File: config.mk
export PLATFORM = sky130hd
export DESIGN_NAME = mc_ctrl_fsm
export DESIGN_NICKNAME = d
export VERILOG_FILES = /design/src/rtl/mc_ctrl_pkg.sv /design/src/rtl/mc_ctrl_next.sv /design/src/rtl/mc_ctrl_state_reg.sv /design/src/rtl/mc_ctrl_out.sv /design/src/rtl/mc_ctrl_fsm.sv
export SDC_FILE = /design/constraint.sdc
export NUM_CORES = 1
export LEC_CHECK = 0
export CAP_MARGIN = 15
export CORE_AREA = 2 2 39 41
export CTS_BUF_LIST = sky130_fd_sc_hd__clkbuf_8
export DETAILED_ROUTE_END_ITERATION = 10
export DIE_AREA = 0 0 41 43
export PLACE_DENSITY = 0.85
export SLEW_MARGIN = 25
export SYNTH_ARGS = -nofsm -noshare
export SYNTH_HDL_FRONTEND = slang
export SYNTH_HIERARCHICAL = 1
export SYNTH_SLANG_ARGS = --single-unit
File: constraint.sdc
create_clock -name clk -period 3.9 [get_ports clk]
set_input_delay 0.78 -clock clk [delete_from_list [all_inputs] [get_ports clk]]
set_output_delay 0.78 -clock clk [all_outputs]
set_load 0.1 [all_outputs]
File: src/rtl/mc_ctrl_pkg.sv
package mc_ctrl_pkg;

  localparam int OP_W   = 6;
  localparam int STEP_W = 4;

  typedef enum logic [STEP_W-1:0] {
    ST_FETCH  = 4'd0,
    ST_DECODE = 4'd1,
    ST_ADDR   = 4'd2,
    ST_LDRD   = 4'd3,
    ST_LDWB   = 4'd4,
    ST_STWR   = 4'd5,
    ST_ALUEX  = 4'd6,
    ST_ALUWB  = 4'd7,
    ST_BRANCH = 4'd8,
    ST_JUMP   = 4'd9
  } step_e;

  localparam logic [OP_W-1:0] OPC_RTYPE = 6'b000000;
  localparam logic [OP_W-1:0] OPC_LOAD  = 6'b100011;
  localparam logic [OP_W-1:0] OPC_STORE = 6'b101011;
  localparam logic [OP_W-1:0] OPC_BEQ   = 6'b000100;
  localparam logic [OP_W-1:0] OPC_JUMP  = 6'b000010;

  typedef struct packed {
    logic       pc_wr_en;
    logic       pc_wr_cond;
    logic       addr_sel_data;
    logic       mem_rd;
    logic       mem_wr;
    logic       ir_load;
    logic       dst_sel_rd;
    logic       wb_sel_mem;
    logic       rf_wr;
    logic       alu_a_sel;
    logic [1:0] alu_b_sel;
    logic [1:0] alu_mode;
    logic [1:0] pc_next_sel;
  } ctrl_t;

  localparam ctrl_t CTRL_IDLE = '0;

endpackage

File: src/rtl/mc_ctrl_next.sv
module mc_ctrl_next
  import mc_ctrl_pkg::*;
(
  input  logic            clk,
  input  logic            rst,
  input  step_e           cur,
  input  logic [OP_W-1:0] opcode,
  output step_e           nxt
);

  function automatic step_e decode_target(input logic [OP_W-1:0] op);
    case (op)
      OPC_LOAD, OPC_STORE: decode_target = ST_ADDR;
      OPC_RTYPE:           decode_target = ST_ALUEX;
      OPC_BEQ:             decode_target = ST_BRANCH;
      OPC_JUMP:            decode_target = ST_JUMP;
      default:             decode_target = ST_FETCH;
    endcase
  endfunction

  function automatic step_e addr_target(input logic [OP_W-1:0] op);
    if (op == OPC_LOAD)       addr_target = ST_LDRD;
    else if (op == OPC_STORE) addr_target = ST_STWR;
    else                      addr_target = ST_FETCH;
  endfunction

  logic op_known;
  assign op_known = (opcode == OPC_LOAD) || (opcode == OPC_STORE) ||
                    (opcode == OPC_RTYPE) || (opcode == OPC_BEQ) ||
                    (opcode == OPC_JUMP);

  always_comb begin
    case (cur)
      ST_FETCH:  nxt = ST_DECODE;
      ST_DECODE: nxt = decode_target(opcode);
      ST_ADDR:   nxt = addr_target(opcode);
      ST_LDRD:   nxt = ST_LDWB;
      ST_ALUEX:  nxt = ST_ALUWB;
      default:   nxt = ST_FETCH;
    endcase
  end

  p_fetch_to_decode_r2: assert property (@(posedge clk) disable iff (rst)
    cur == ST_FETCH |=> cur == ST_DECODE);
  p_rtype_dispatch_r3: assert property (@(posedge clk) disable iff (rst)
    (cur == ST_DECODE && opcode == OPC_RTYPE) |=> cur == ST_ALUEX);
  p_store_split_r4: assert property (@(posedge clk) disable iff (rst)
    (cur == ST_ADDR && opcode == OPC_STORE) |=> cur == ST_STWR);
  p_load_chain_r5: assert property (@(posedge clk) disable iff (rst)
    cur == ST_LDRD |=> cur == ST_LDWB);
  p_ldwb_return_r6: assert property (@(posedge clk) disable iff (rst)
    cur == ST_LDWB |=> cur == ST_FETCH);
  p_alu_chain_r8: assert property (@(posedge clk) disable iff (rst)
    cur == ST_ALUEX |=> cur == ST_ALUWB);
  p_unknown_op_r11: assert property (@(posedge clk) disable iff (rst)
    (cur == ST_DECODE && !op_known) |=> cur == ST_FETCH);

endmodule

File: src/rtl/mc_ctrl_state_reg.sv
module mc_ctrl_state_reg
  import mc_ctrl_pkg::*;
(
  input  logic  clk,
  input  logic  rst,
  input  step_e nxt,
  output step_e cur
);

  always_ff @(posedge clk) begin
    if (rst) cur <= ST_FETCH;
    else     cur <= nxt;
  end

endmodule

File: src/rtl/mc_ctrl_out.sv
module mc_ctrl_out
  import mc_ctrl_pkg::*;
(
  input  logic  clk,
  input  logic  rst,
  input  step_e cur,
  output ctrl_t ctl
);

  function automatic ctrl_t step_vector(input step_e s);
    ctrl_t c;
    c = CTRL_IDLE;
    case (s)
      ST_FETCH: begin
        c.pc_wr_en = 1'b1; c.mem_rd = 1'b1; c.ir_load = 1'b1;
        c.alu_b_sel = 2'b01;
      end
      ST_DECODE: c.alu_b_sel = 2'b11;
      ST_ADDR: begin
        c.alu_a_sel = 1'b1; c.alu_b_sel = 2'b10;
      end
      ST_LDRD: begin
        c.mem_rd = 1'b1; c.addr_sel_data = 1'b1;
      end
      ST_LDWB: begin
        c.rf_wr = 1'b1; c.wb_sel_mem = 1'b1;
      end
      ST_STWR: begin
        c.mem_wr = 1'b1; c.addr_sel_data = 1'b1;
      end
      ST_ALUEX: begin
        c.alu_a_sel = 1'b1; c.alu_mode = 2'b10;
      end
      ST_ALUWB: begin
        c.rf_wr = 1'b1; c.dst_sel_rd = 1'b1;
      end
      ST_BRANCH: begin
        c.pc_wr_cond = 1'b1; c.alu_a_sel = 1'b1;
        c.alu_mode = 2'b01; c.pc_next_sel = 2'b01;
      end
      ST_JUMP: begin
        c.pc_wr_en = 1'b1; c.pc_next_sel = 2'b10;
      end
      default: c = CTRL_IDLE;
    endcase
    return c;
  endfunction

  assign ctl = step_vector(cur);

  p_no_rd_wr_r12: assert property (@(posedge clk) disable iff (rst)
    !(ctl.mem_rd && ctl.mem_wr));
  p_no_rf_mem_wr_r12: assert property (@(posedge clk) disable iff (rst)
    !(ctl.rf_wr && ctl.mem_wr));
  p_decode_quiet_r3: assert property (@(posedge clk) disable iff (rst)
    $rose(ctl.ir_load) |=> !ctl.ir_load && !ctl.pc_wr_en);
  p_store_return_r7: assert property (@(posedge clk) disable iff (rst)
    ctl.mem_wr |=> ctl.ir_load);

endmodule

File: src/rtl/mc_ctrl_fsm.sv
module mc_ctrl_fsm
  import mc_ctrl_pkg::*;
(
  input  logic        clk,
  input  logic        rst,
  input  logic [5:0]  opcode,
  output logic [3:0]  step_code,
  output logic        pc_wr_en,
  output logic        pc_wr_cond,
  output logic        addr_sel_data,
  output logic        mem_rd,
  output logic        mem_wr,
  output logic        ir_load,
  output logic        dst_sel_rd,
  output logic        wb_sel_mem,
  output logic        rf_wr,
  output logic        alu_a_sel,
  output logic [1:0]  alu_b_sel,
  output logic [1:0]  alu_mode,
  output logic [1:0]  pc_next_sel
);

  step_e cur_step;
  step_e nxt_step;
  ctrl_t ctl;

  mc_ctrl_next u_next (
    .clk(clk), .rst(rst), .cur(cur_step), .opcode(opcode), .nxt(nxt_step)
  );

  mc_ctrl_state_reg u_sreg (
    .clk(clk), .rst(rst), .nxt(nxt_step), .cur(cur_step)
  );

  mc_ctrl_out u_out (
    .clk(clk), .rst(rst), .cur(cur_step), .ctl(ctl)
  );

  assign step_code     = cur_step;
  assign pc_wr_en      = ctl.pc_wr_en;
  assign pc_wr_cond    = ctl.pc_wr_cond;
  assign addr_sel_data = ctl.addr_sel_data;
  assign mem_rd        = ctl.mem_rd;
  assign mem_wr        = ctl.mem_wr;
  assign ir_load       = ctl.ir_load;
  assign dst_sel_rd    = ctl.dst_sel_rd;
  assign wb_sel_mem    = ctl.wb_sel_mem;
  assign rf_wr         = ctl.rf_wr;
  assign alu_a_sel     = ctl.alu_a_sel;
  assign alu_b_sel     = ctl.alu_b_sel;
  assign alu_mode      = ctl.alu_mode;
  assign pc_next_sel   = ctl.pc_next_sel;

  p_reset_fetch_r1: assert property (@(posedge clk)
    rst |=> step_code == 4'd0);
  p_jump_return_r10: assert property (@(posedge clk) disable iff (rst)
    (step_code == 4'd9) |=> (step_code == 4'd0));
  p_branch_return_r9: assert property (@(posedge clk) disable iff (rst)
    pc_wr_cond |=> ir_load);

endmodule

Word-level counts from Yosys, hierarchy flattened
Index checks and enable logic that the tools add are counted. W data, S select, Z words.

Word-level logic and storage cells: 39. Bits in registers: 4.

Reductions and logical operators: 8. Multiplexer cells: 17. Eq/ne operators: 13.

Operator list (number): $pmux W4 S5 (1); $eq A4 B3 Y1 const B (4); $pmux W4 S4 (1); $eq A6 B6 Y1 const B (2); $mux W1 (10); $reduce_or A2 Y1 (5); $eq A4 B2 Y1 const B (2); $eq A4 B4 Y1 const B (2); $pmux W2 S2 (2); $eq A6 B2 Y1 const B (1); $eq A6 B3 Y1 const B (1); $logic_not A6 Y1 (1); $pmux W2 S3 (1); $eq A4 B1 Y1 const B (1); $logic_not A4 Y1 (1); $mux W4 (1); $mux W3 (1); $reduce_or A3 Y1 (1).

Logic depth before layout (Yosys ltp)
Word-level depth: 4. Gate-level depth with buffers: 4.

By module
The synthesis kept the hierarchy.

By module, submodules not included: mc_ctrl_next (cells each 26, sequential area each 0.0 um^2, times used 1, area each 182.7 um^2); mc_ctrl_out (cells each 27, sequential area each 0.0 um^2, times used 1, area each 180.2 um^2); mc_ctrl_state_reg (cells each 8, sequential area each 80.1 um^2, times used 1, area each 105.1 um^2).

Least setup slack after synthesis
No wires, ideal clock.

Kind: reg-to-output. Start: reg u_sreg.cur[3]. End: out alu_mode[0]. Cell stages (with the launch flop): 5. Path buffers: 2. Data required time: 3.120 ns. Setup slack: -1.069 ns. Data arrival time: 4.189 ns. Path through: dfxtp_1 -> buf_2 -> nand2b_1 -> nor3_1 -> buf_4.

Longest elaborated chain between the ends: 2.

RTL lines: start: declaration (line mc_ctrl_state_reg.sv:7) `output step_e cur`; start signal: assignment (line mc_ctrl_state_reg.sv:12) `else cur <= nxt;`; $eq A4 B4 Y1 / $eq A4 B3 Y1 (equally long branches) (line mc_ctrl_out.sv:13) `case (s)`; $pmux W2 S2 * (line mc_ctrl_out.sv:13); end: declaration (line mc_ctrl_fsm.sv:19) `output logic [1:0] alu_mode,`.

Every way passes the cells marked *; elsewhere a longest branch is shown, timed or not.

Final worst setup path
Start: reg u_sreg.cur[2]. End: out step_code[2].

RTL lines: end: declaration (line mc_ctrl_fsm.sv:7) `output logic [3:0] step_code,`.

No word-level cell between the ends.

==> impl_results.md <==
* Result of the run: finished, final reports clean
* Chain of cells forming the critical path: clkdlybuf4s50_1
* Count of nets left with antenna violations after detail routing at 0
* Total area of sequential cells at 80.1 sq um
* Count of pins on the block boundary at 28
* Vias after detailed routing at 523
* Die height at 43 microns
* Placed Cells at 98
* Master of the slowest instance on the critical path: sky130_fd_sc_hd__clkdlybuf4s50_1
* Required time worst endpoint at 3120 ps
* Detailed router's first-iteration violation count at 2
* Overall die area at 1760 sq um
* Post-detail-place hpwl at 845 microns
* Number of maximum-capacitance violations at 0
* Initial antenna violation count at 0
* Post-synth ARST share at 0%
* Filler cells at 143
* Number of storage elements in the synthesis netlist at 4
* Critical Path AT at 2170 ps
* Layout cells sized above 1 at 36.5%
* CTS root buffer: sky130_fd_sc_hd__clkbuf_8
* Worst setup slack after placement at 1200 ps
* Largest registers ranked by flip-flop count: u_sreg/cur: 4 flops
* Synth Cell Area at 468 sq um
* Minimum period implied by the final worst setup slack at 2950 ps
* Maximum net fanout on the critical path at 16
* N_diodes at 0
* Reg2Reg Launch Point: u_sreg/cur[1]$_SDFF_PP0_
* Layout Area Growth over Synthesis at 59.6%
* Final wirelength at 1.18 mm
* Cts bufs inserted at 3
* Worst-case vdd ir drop at 0.370 mV
* Clock slew at the register clock pins of the worst setup and hold paths at 30 ps
* Mapped Avg Cell Area at 7.67 sq um
* Total leakage power at 0.320 nW
* Worst min-delay path category: reg2reg
* Cell count after synthesis at 61
* Worst setup SP type: flip-flop
* Synth unique cells at 28
* Later-pin clock latency in the skew report at 220 ps
* Worst clock skew at 5.20 ps
* EDFF count, synth at 0
* Gate family responsible for the most delay along the worst path: buffers and inverters
* Power after layout at 0.210 mW
* Horizontal die dimension at 41 microns
* Vias per Instance at 5.18
* Multi-input gate area at 369 sq um
* Sequential element share of the synthesized area at 17.1%
* Final setup vio count at 0
* Critical Path End Type: output pin
* Post-CTS Setup Bufs at 0
* Worst path bufs/invs at 1
* RSZ-0062 raised after global routing: false
* Post-layout net count at 95
* Overflow left after global routing at 0
* Vias in the first global route at 427
* Final weighted congestion in routability-driven placement at 0.750
* Critical path class: reg2out
* CTS tree: done
* Main synth FF type: sky130_fd_sc_hd__dfxtp_1
* Worst hold slack after final layout at 949 ps
* Setup ws final at 948 ps
* Number of flip-flops under the largest register name at 4
* DRC violation count after routing at 0
* Count of final max-slew check failures at 0
* Number of buffer cells added on primary ports at 27
* Total number of clock tree sinks at 4
* Hold Violations, Final at 0
* Initial core utilization at 33.8%
* Maximum number of pins on one net before global-route repair at 20
* Synthesized netlist net count at 69
* Highest-count cells in the layout ignoring fill and taps: 18 x sky130_fd_sc_hd__buf_4, 9 x sky130_fd_sc_hd__clkdlybuf4s50_1, 6 x sky130_fd_sc_hd__nor2_1, 6 x sky130_fd_sc_hd__nor2b_1
* YS warnings at 6
* Slew Limit Headroom at 34.6%
* CTS max path bufs at 2
* Most common library cell in the layout ignoring fill and taps: sky130_fd_sc_hd__buf_4
* Fraction of the core area covered by cells at the end of the flow at 54.0%
* Launch point of the worst hold path: u_sreg/cur[3]$_SDFF_PP0_
* Power Density at 281 nW/um^2
* Top register by number of flip-flops: u_sreg/cur
* Number of gates resized after CTS at 0
* First-pass GRT wire length at 1.84 mm
* H-tree lvl count at 1
* Total core area at 1380 sq um
* Worst-margin pin slew at 978 ps
* Global Route Usage Sum at 15.6%
* Rows at 14
* Part of the cycle the worst path needs at 75.7%
* Cts-stage hold buffer count at 0
* Maximum single-stage delay on the critical path at 1260 ps
* Count of TritonRoute iterations in the first routing pass at 4
* Drt wl/cell at 11.7 microns
* Final cell count without fillers at 101
* Maximum clock frequency at 0.339 GHz
* Start point of the critical path: u_sreg/cur[2]$_SDFF_PP0_
[report_power, final]
part | total [mW] | leakage, nW | switching, mW | internal (mW)
combinational | 0.0731 | 0.266 | 0.0516 | 0.0214
clock | 0.0890 | 0.0216 | 0.0231 | 0.0659
sequential | 0.0478 | 0.0326 | 0.00550 | 0.0423
total | 0.210 | 0.320 | 0.0802 | 0.130
[final cells by class]
| type | instances | area share (%) |
|---|---|---|
| multi-input cells | 48 | 49.4 |
| repair buffers | 27 | 30.2 |
| flip-flops and latches | 4 | 10.7 |
| clock buffers | 3 | 5.53 |
| well taps | 16 | 2.68 |
| inverters | 3 | 1.51 |
[worst paths after layout]
path	to	slack, ps	depth (start not counted)
max	step_code[2]	950	1
min	u_sreg/cur[0]$_SDFF_PP0_	950	2
max reg2reg	u_sreg/cur[2]$_SDFF_PP0_	2160	4
min reg2reg	u_sreg/cur[0]$_SDFF_PP0_	950	2
[cells by family after synthesis]
kind of cell	count (synthesis)	synth area share (%)
compound gates	8	13.6
xor+xnor	4	7.49
buf+inv	9	11.8
simple gates	36	50.0
flops	4	17.1
[cell usage after synthesis, types with 2 or more instances]
cell	n	share of area [%]
sky130_fd_sc_hd__and4b_1	2	4.3
sky130_fd_sc_hd__buf_2	2	2.1
sky130_fd_sc_hd__buf_4	3	4.8
sky130_fd_sc_hd__dfxtp_1	4	17
sky130_fd_sc_hd__inv_1	3	2.4
sky130_fd_sc_hd__nand2b_1	4	5.3
sky130_fd_sc_hd__nand3_1	2	2.1
sky130_fd_sc_hd__nor2_1	6	4.8
sky130_fd_sc_hd__nor2b_1	6	8.0
sky130_fd_sc_hd__nor3_1	6	6.4
sky130_fd_sc_hd__nor3b_1	4	6.4
sky130_fd_sc_hd__xnor2_1	2	3.7
sky130_fd_sc_hd__xor2_1	2	3.7
[through the flow]
| stage | TNS (ps) | area (sq um) |
|---|---|---|
| after floorplan | -894 | 504 |
| after global placement | 0 | 706 |
| after detailed placement | 0 | 706 |
| after CTS | 0 | 747 |
| after global routing | 0 | 747 |
| final | 0 | 747 |
[per-layer routing]
layer | vias up | global-route usage, % | share of wire [%]
met2 | 26 | 23.8 | 45
met5 | - | 0 | 0
met3 | 2 | 6.81 | 11
met1 | 229 | 17.4 | 43
li1 | 266 | - | -
met4 | 0 | 8.00 | 1.6
Power figures use the tool's default switching activity.
